==> src/rtl/fault_ckpt_pkg.sv <==
package fault_ckpt_pkg;

  typedef enum logic {
    ST_ARMED  = 1'b0,
    ST_FROZEN = 1'b1
  } ckpt_state_e;

  localparam int ADDR_W = 3;

  localparam logic [ADDR_W-1:0] A_STATUS  = 3'd0;
  localparam logic [ADDR_W-1:0] A_CMD     = 3'd1;
  localparam logic [ADDR_W-1:0] A_PC      = 3'd2;
  localparam logic [ADDR_W-1:0] A_PSR     = 3'd3;
  localparam logic [ADDR_W-1:0] A_STG_OLD = 3'd4;
  localparam logic [ADDR_W-1:0] A_STG_NEW = 3'd5;

  localparam int B_ALARM   = 0;
  localparam int B_DOUBLE  = 1;
  localparam int B_FROZEN  = 2;
  localparam int B_RESTORE = 0;
  localparam int B_RELEASE = 1;

  // sticky flag update: a new event wins over a clear in the same cycle
  function automatic logic sticky_next(input logic cur, input logic set, input logic clr);
    return set | (cur & ~clr);
  endfunction

endpackage

==> src/rtl/ckpt_shadow.sv <==
module ckpt_shadow #(
  parameter int W   = 112,
  parameter int LAG = 2
) (
  input  logic         clk,
  input  logic         rst_n,
  input  logic         shift_en,
  input  logic [W-1:0] d,
  output logic [W-1:0] q
);
  logic [W-1:0] stg [LAG];

  always_ff @(posedge clk or negedge rst_n) begin
    if (!rst_n)        stg[0] <= '0;
    else if (shift_en) stg[0] <= d;
  end

  for (genvar i = 1; i < LAG; i++) begin : g_chain
    always_ff @(posedge clk or negedge rst_n) begin
      if (!rst_n)        stg[i] <= '0;
      else if (shift_en) stg[i] <= stg[i-1];
    end
  end

  assign q = stg[LAG-1];
endmodule

==> src/rtl/ckpt_fsm.sv <==
module ckpt_fsm
  import fault_ckpt_pkg::*;
(
  input  logic clk,
  input  logic rst_n,
  input  logic alarm,
  input  logic restore_cmd,
  input  logic release_cmd,
  output logic frozen,
  output logic shift_en,
  output logic arm_fire,
  output logic restore_fire,
  output logic double_set,
  output logic trap_req,
  output logic ld_strobe
);
  ckpt_state_e state_q, state_d;
  logic release_fire;

  assign frozen       = (state_q == ST_FROZEN);
  assign arm_fire     = !frozen && alarm;
  assign double_set   = frozen && alarm;
  assign restore_fire = frozen && restore_cmd;
  assign release_fire = frozen && release_cmd && !restore_cmd;
  assign shift_en     = !frozen && !alarm;

  always_comb begin
    state_d = state_q;
    if (arm_fire)                          state_d = ST_FROZEN;
    else if (restore_fire || release_fire) state_d = ST_ARMED;
  end

  always_ff @(posedge clk or negedge rst_n) begin
    if (!rst_n) begin
      state_q   <= ST_ARMED;
      trap_req  <= 1'b0;
      ld_strobe <= 1'b0;
    end else begin
      state_q   <= state_d;
      trap_req  <= arm_fire;
      ld_strobe <= restore_fire;
    end
  end
endmodule

==> src/rtl/ckpt_regport.sv <==
module ckpt_regport
  import fault_ckpt_pkg::*;
#(
  parameter int DW    = 32,
  parameter int PC_W  = 32,
  parameter int PSR_W = 16,
  parameter int STG_W = 32
) (
  input  logic              clk,
  input  logic              rst_n,
  input  logic              wr,
  input  logic [ADDR_W-1:0] addr,
  input  logic [DW-1:0]     wdata,
  output logic [DW-1:0]     rdata,
  input  logic              alarm,
  input  logic              double_set,
  input  logic              frozen,
  input  logic [PC_W-1:0]   snap_pc,
  input  logic [PSR_W-1:0]  snap_psr,
  input  logic [STG_W-1:0]  snap_old,
  input  logic [STG_W-1:0]  snap_new,
  output logic              restore_cmd,
  output logic              release_cmd,
  output logic              alarm_flag,
  output logic              double_flag
);
  logic wr_status, wr_cmd;
  logic unused_wdata_hi;

  assign wr_status   = wr && (addr == A_STATUS);
  assign wr_cmd      = wr && (addr == A_CMD);
  assign restore_cmd = wr_cmd && wdata[B_RESTORE];
  assign release_cmd = wr_cmd && wdata[B_RELEASE];
  assign unused_wdata_hi = ^wdata[DW-1:2];

  always_ff @(posedge clk or negedge rst_n) begin
    if (!rst_n) begin
      alarm_flag  <= 1'b0;
      double_flag <= 1'b0;
    end else begin
      alarm_flag  <= sticky_next(alarm_flag, alarm, wr_status && wdata[B_ALARM]);
      double_flag <= sticky_next(double_flag, double_set, wr_status && wdata[B_DOUBLE]);
    end
  end

  always_comb begin
    rdata = '0;
    case (addr)
      A_STATUS: begin
        rdata[B_ALARM]  = alarm_flag;
        rdata[B_DOUBLE] = double_flag;
        rdata[B_FROZEN] = frozen;
      end
      A_PC:      rdata = DW'(snap_pc);
      A_PSR:     rdata = DW'(snap_psr);
      A_STG_OLD: rdata = DW'(snap_old);
      A_STG_NEW: rdata = DW'(snap_new);
      default:   rdata = '0;
    endcase
  end
endmodule

==> src/rtl/fault_ckpt_ctrl.sv <==
module fault_ckpt_ctrl
  import fault_ckpt_pkg::*;
#(
  parameter int               PC_W     = 32,
  parameter int               PSR_W    = 16,
  parameter int               STG_W    = 32,
  parameter int               DW       = 32,
  parameter int               LAG      = 2,
  parameter int               VEC_W    = 8,
  parameter logic [VEC_W-1:0] TRAP_VEC = 8'h2A
) (
  input  logic              clk,
  input  logic              rst_n,
  input  logic [PC_W-1:0]   core_pc_i,
  input  logic [PSR_W-1:0]  core_psr_i,
  input  logic [STG_W-1:0]  core_stg_old_i,
  input  logic [STG_W-1:0]  core_stg_new_i,
  input  logic              alarm_i,
  output logic              trap_req_o,
  output logic [VEC_W-1:0]  trap_vec_o,
  output logic              ld_strobe_o,
  output logic [PC_W-1:0]   ld_pc_o,
  output logic [PSR_W-1:0]  ld_psr_o,
  input  logic              reg_wr_i,
  input  logic [2:0]        reg_addr_i,
  input  logic [DW-1:0]     reg_wdata_i,
  output logic [DW-1:0]     reg_rdata_o
);
  localparam int SNAP_W = PC_W + PSR_W + 2 * STG_W;

  logic              frozen, shift_en, arm_fire, restore_fire, double_set;
  logic              restore_cmd, release_cmd, alarm_flag, double_flag;
  logic [SNAP_W-1:0] live, snap;
  logic [PC_W-1:0]   snap_pc;
  logic [PSR_W-1:0]  snap_psr;
  logic [STG_W-1:0]  snap_old, snap_new;

  assign live = {core_pc_i, core_psr_i, core_stg_old_i, core_stg_new_i};
  assign {snap_pc, snap_psr, snap_old, snap_new} = snap;
  assign trap_vec_o = TRAP_VEC;

  ckpt_shadow #(.W(SNAP_W), .LAG(LAG)) u_shadow (
    .clk(clk), .rst_n(rst_n), .shift_en(shift_en), .d(live), .q(snap)
  );

  ckpt_fsm u_fsm (
    .clk(clk), .rst_n(rst_n), .alarm(alarm_i),
    .restore_cmd(restore_cmd), .release_cmd(release_cmd),
    .frozen(frozen), .shift_en(shift_en), .arm_fire(arm_fire),
    .restore_fire(restore_fire), .double_set(double_set),
    .trap_req(trap_req_o), .ld_strobe(ld_strobe_o)
  );

  ckpt_regport #(.DW(DW), .PC_W(PC_W), .PSR_W(PSR_W), .STG_W(STG_W)) u_regs (
    .clk(clk), .rst_n(rst_n), .wr(reg_wr_i), .addr(reg_addr_i),
    .wdata(reg_wdata_i), .rdata(reg_rdata_o), .alarm(alarm_i),
    .double_set(double_set), .frozen(frozen), .snap_pc(snap_pc),
    .snap_psr(snap_psr), .snap_old(snap_old), .snap_new(snap_new),
    .restore_cmd(restore_cmd), .release_cmd(release_cmd),
    .alarm_flag(alarm_flag), .double_flag(double_flag)
  );

  always_ff @(posedge clk or negedge rst_n) begin
    if (!rst_n) begin
      ld_pc_o  <= '0;
      ld_psr_o <= '0;
    end else if (restore_fire) begin
      ld_pc_o  <= snap_pc;
      ld_psr_o <= snap_psr;
    end
  end
endmodule

==> config.mk <==
export PLATFORM = sky130hd
export DESIGN_NAME = fault_ckpt_ctrl
export DESIGN_NICKNAME = d
export VERILOG_FILES = /design/src/rtl/fault_ckpt_pkg.sv /design/src/rtl/ckpt_shadow.sv /design/src/rtl/ckpt_fsm.sv /design/src/rtl/ckpt_regport.sv /design/src/rtl/fault_ckpt_ctrl.sv
export SDC_FILE = /design/constraint.sdc
export NUM_CORES = 1
export LEC_CHECK = 0
export BUFFER_PORTS_ARGS = -buffer_cell sky130_fd_sc_hd__buf_4
export CAP_MARGIN = 40
export CORE_UTILIZATION = 54
export CTS_CLUSTER_SIZE = 20
export DETAILED_ROUTE_END_ITERATION = 10
export PLACE_DENSITY = 0.81
export SYNTH_ARGS = -nofsm -noshare
export SYNTH_HDL_FRONTEND = slang
export SYNTH_SLANG_ARGS = --single-unit
==> constraint.sdc <==
create_clock -name clk -period 1.95 [get_ports clk]
set_input_delay 0.39 -clock clk [delete_from_list [all_inputs] [get_ports clk]]
set_output_delay 0.39 -clock clk [all_outputs]
set_load 0.05 [all_outputs]
**Word level (Yosys, flattened, before mapping)**

Cells that the tools add are included.

- Register bits after elaboration: 277
- Bits in latches: 0
- RAM bits: 0
- ROM bits: 0
- Input port bits: 151
- Output and inout port bits: 90
- Memories: 0

- Add/sub/neg operators: 0
- Multiply operators: 0
- Div/mod/pow operators: 0
- Magnitude comparators: 0
- Equal/unequal tests: 5
- Shifts and indexed selects: 0
- Mux-type cells: 4
- Bitwise gates (word level): 6
- Reductions and logical operators: 18

Operators by type and width:

| operator | count |
|---|---|
| $pmux W29 S4 | 1 |
| $pmux W3 S5 | 1 |
| $logic_and A1 B1 Y1 | 12 |
| $eq A3 B2 Y1 const B | 2 |
| $eq A3 B3 Y1 const B | 2 |
| $eq A3 B1 Y1 const B | 1 |
| $logic_not A1 Y1 | 3 |
| $logic_not A3 Y1 | 1 |
| $and A1 B1 Y1 | 2 |
| $mux W1 | 2 |
| $not A1 Y1 | 2 |
| $or A1 B1 Y1 | 2 |
| $reduce_bool A2 Y1 | 1 |
| $logic_or A1 B1 Y1 | 1 |

**Depth between registers and ports, before layout**

- Word-level depth: 8
- Gate-level depth with buffers: 6
- Mapped depth without buffers: 3

**Cells and area by module**

A second synthesis with hierarchy kept.

- Cells, all modules: 819
- Area total of the unflattened synthesis: 12828.6 um^2

By module, submodules not included:

| module | times used | cells an instance | area an instance (um^2) | seq. area each (um^2) |
|---|---|---|---|---|
| ckpt_shadow | 1 | 585 | 9813.2 | 5605.4 |
| fault_ckpt_ctrl | 1 | 111 | 1928.1 | 1201.2 |
| ckpt_regport | 1 | 114 | 974.7 | 50.0 |
| ckpt_fsm | 1 | 9 | 112.6 | 75.1 |

**Least setup slack after synthesis**

No wires, ideal clock.

- Path kind: input to output
- Start point: in reg_addr_i[2]
- End point: out reg_rdata_o[21]
- Arrival time: 2.236 ns
- Data required time: 1.560 ns
- Setup slack: -0.676 ns
- Stages: 6
- Buffers on the path: 3
- Cell sequence: buf_2 -> nor2b_1 -> buf_2 -> buf_2 -> a22oi_1 -> o21ai_0

- Longest elaborated chain between the ends: 2

RTL lines:

| item | line | RTL |
|---|---|---|
| from (decl) | fault_ckpt_ctrl.sv:25 | `input logic [2:0] reg_addr_i,` |
| $eq A3 B3 Y1 or $eq A3 B2 Y1 (tied branches) | ckpt_regport.sv:48 | `case (addr)` |
| $pmux W29 S4 * | ckpt_regport.sv:48 |  |
| to (decl) | fault_ckpt_ctrl.sv:27 | `output logic [DW-1:0] reg_rdata_o` |

Every way passes the cells marked *; elsewhere a longest branch is shown, timed or not.

**Worst setup path in the final report**

- Start point: reg u_regs.alarm_flag
- End point: out reg_rdata_o[0]

- Longest elaborated chain between the ends: 1

RTL lines:

| item | line | RTL |
|---|---|---|
| from (decl) | ckpt_regport.sv:24 | `output logic alarm_flag,` |
| from (signal assigned) | ckpt_regport.sv:41 | `alarm_flag <= sticky_next(alarm_flag, alarm, wr_status && wdata[B_ALARM]);` |
| $pmux W3 S5 | ckpt_regport.sv:48 |  |

No other way between the ends.

==> reports/qor.csv <==
metric;value;unit
synthToLayoutAreaGrowth;29.1;%
hold_ws;87.6;ps
track_usage;23.1;%
ys_types;28;
synth-seq-area-share;62.1;%
yosysWarningCount;0;
ir_drop;1260;µV
worstHoldStart;core_stg_new_i[19];
hold_path.class;in -> reg;
drcViolationCount;0;
nets;1089;
p_per_area;1530;mW/mm²
cts_tree;built;
combPwrFrac;30.7;%
min_period;2180;ps
synthArstFlopShare;100;%
viasPerCell;5.38;
clk_pin_slew;60;ps
clockPowerShare;25.6;%
p_int;14.7;mW
crit_path_start_kind;flop;
ioPinCount;241;
postRouteAntennaNets;0;
drtIter0Drc;226;
finalMaxSlewViolations;0;
wl_met3;1530;µm
criticalPathCategory;reg -> out;
crit_arrival;1790;ps
cts_root_buffer;clkbuf_16;
clockBufferDepth;3;
reg2reg_slack;270;ps
grt_pass1_wl;38800;µm
rows;52;
core;0.0202;mm²
p_sw_share;33.3;%
hpwl;15900;µm
yosysTopAreaCell;dfrtp_1;
diodes;0;
initial_utilization;55.2;%
rr_worst_depth;5;
ys_ff_latch;277;
setup_tns;-428;ps
path_max_fanout;2;
fill_cells;1366;
required;1560;ps
top_layer;met4;
wl_met1;10100;µm
p_leak;6.54;nW
violations;negative setup slack;
cp-end-kind;primary output;
dieWidth;146;µm
drive_above_1_share;60.9;%
grt_overflow;0;
vias;6611;
dieHeight;146;µm
r2r-start;u_fsm.frozen;
grt_pass1_vias;7167;
cts_made_buffers;28;
mappedNetlistArea;0.0112;mm²
detail_route.wl_per_cell;19.4;µm
max_freq;460;MHz
synth_top_area_share;62.1;%
cts.sinks;277;
synthTopCellsByArea;dfrtp_1 (62%), mux2_2 (27%), mux2i_1 (2.3%), buf_4 (1.7%), a22oi_1 (1.3%);
globalplace.congestion;0.838;
synthFlopType;dfrtp_1;
setup_violations;2;
seqPwrFrac;43.7;%
dr_wl_met2;11600;µm
min_path_cells;2;
whs_endpoint;u_shadow.stg[131];
clock_latency;530;ps
timing.final.crit_share;112;%
die-area;0.0213;mm²
antenna_found_initial;0;
finClkSkew;11.9;ps
hold_viol;0;
final-seq-area;0.00693;mm²
rsz0062_at_grt;true;
status;complete, but fails checks;
p_switching;7.33;mW
grt_max_degree;69;
syn_avg_cell_area;15.4;µm²
routed_wl;23900;µm
setup_slack;-225;ps
cts.htree.levels;1;
multi_input_area;0.00418;mm²
synth_edf_count;0;
syn_inst;723;
max_cap_viol_count;0;
drt_pass1_iterations;4;
reg2reg_to;u_shadow.stg[138];
io_buffers;202;
## critical path: stages (launching register included)
cell,delay [ps]
dfrtp_1,390
mux2_2,280
a221oi_2,210
buf_4,170
a21oi_4,40
buf_8,170
## power groups by stage
| stage | clock network [mW] | registers (mW) | logic [mW] |
|---|---|---|---|
| 2_1_floorplan | 0 | 10.7 | 3.36 |
| 3_3_place_gp | 0 | 9.51 | 6.54 |
| 3_5_place_dp | 0 | 9.64 | 6.69 |
| 4_1_cts | 5.75 | 9.59 | 6.79 |
| 5_1_grt | 5.96 | 9.92 | 7.13 |
| 6_report | 5.63 | 9.62 | 6.75 |
## routing by layer
metal	up-vias	track usage (%)
met5	-	0
met4	0	6.95
met3	43	5.89
met2	169	38.1
met1	3391	30.3
li1	3008	-
## synthesized netlist by cell type (2+ instances only)
cell,number
clkbuf_1,5
mux2_1,9
mux2_2,265
dfrtp_1,277
nand2b_1,2
a22oi_1,20
a21o_1,2
buf_2,19
a21oi_1,3
buf_4,26
nand2_1,21
o22ai_1,13
a221oi_1,2
mux2i_1,26
conb_1,2
nor2b_1,3
o21ai_0,17
## state kept, by name (all words and copies together) (netlist names)
signal and count:
u_fsm.ld_strobe 1, u_shadow.q 112, ld_psr_o 16, ld_pc_o 32, u_regs.alarm_flag 1, u_regs.double_flag 1
u_shadow.stg 112, u_fsm.frozen 1, u_fsm.trap_req 1
## worst max path at each step
stage | startpoint | depth (start not counted) | to | slack [ps]
after global routing | u_regs.double_flag | 5 | reg_rdata_o[1] | -280
after floorplan | reg_addr_i[2] | 4 | reg_rdata_o[7] | -260
after global placement | reg_addr_i[2] | 6 | reg_rdata_o[0] | 60
after CTS | u_regs.alarm_flag | 5 | reg_rdata_o[0] | -240
final | u_regs.alarm_flag | 5 | reg_rdata_o[0] | -230
after detailed placement | reg_addr_i[2] | 6 | reg_rdata_o[0] | 40
## layout make-up
class                   instances  share of cell area (%)
clock buffers                  38                    5.68
clock inverters                12                    1.16
inverters                       1                  0.0260
multi-input cells             399                    29.0
flip-flops and latches        277                    48.1
well taps                     270                    2.34
repair buffers                231                    13.7
## per-stage QoR
step	cell area (µm²)	util [%]	setup WS, ps	power (mW)	std cells
3_3_place_gp	13300	65.9	64.1	16.1	1175
2_1_floorplan	11400	-	-258	14.0	729
3_5_place_dp	13300	65.9	44.6	16.3	1175
5_1_grt	14400	71.2	-284	23.0	1228
4_1_cts	14400	71.1	-241	22.1	1228
6_report	14400	71.2	-225	22.0	1228
## what timing repair did
action | 4_1_cts | 5_1_grt
pin swaps | 1 | 1
setup endpoints to repair | 7 | 16
hold buffers | 1 | 0
gates resized for setup | 13 | 4
endpoints found under the hold margin | 31 | 0
buffers inserted | 2 | 0
gates cloned | 0 | 0
## cell usage in the layout, fill, tap and decap left out, types with 2 or more instances in the layout
master / instances
clkbuf_1: 3
clkinv_2: 5
mux2i_1: 21
conb_1: 8
clkinvlp_4: 3
nor2b_2: 2
buf_4: 209
buf_12: 17
clkbuf_16: 29
a221oi_2: 2
nand2b_1: 2
o21ai_4: 7
mux2_1: 9
mux2_2: 264
a21o_1: 2
nand2_1: 21
dfrtp_1: 276
o22ai_1: 5
a22oi_2: 2
mux2i_2: 3
bufinv_16: 4
a21oi_4: 2
mux2i_4: 2
buf_8: 3
o22ai_2: 8
o21ai_2: 9
clkbuf_8: 6
a22oi_1: 18
## kinds of logic (layout without fill, tap and decap cells)
group | count (synthesis) | after routing | share of synthesized area [%]
other cells | 2 | 8 | 0.0672
buf+inv | 53 | 282 | 3.04
flops | 277 | 277 | 62.1
simple gates | 33 | 33 | 1.55
mux | 300 | 300 | 30.0
compound gates | 58 | 58 | 3.34
Note: power is estimated with default switching activity, not from simulation.
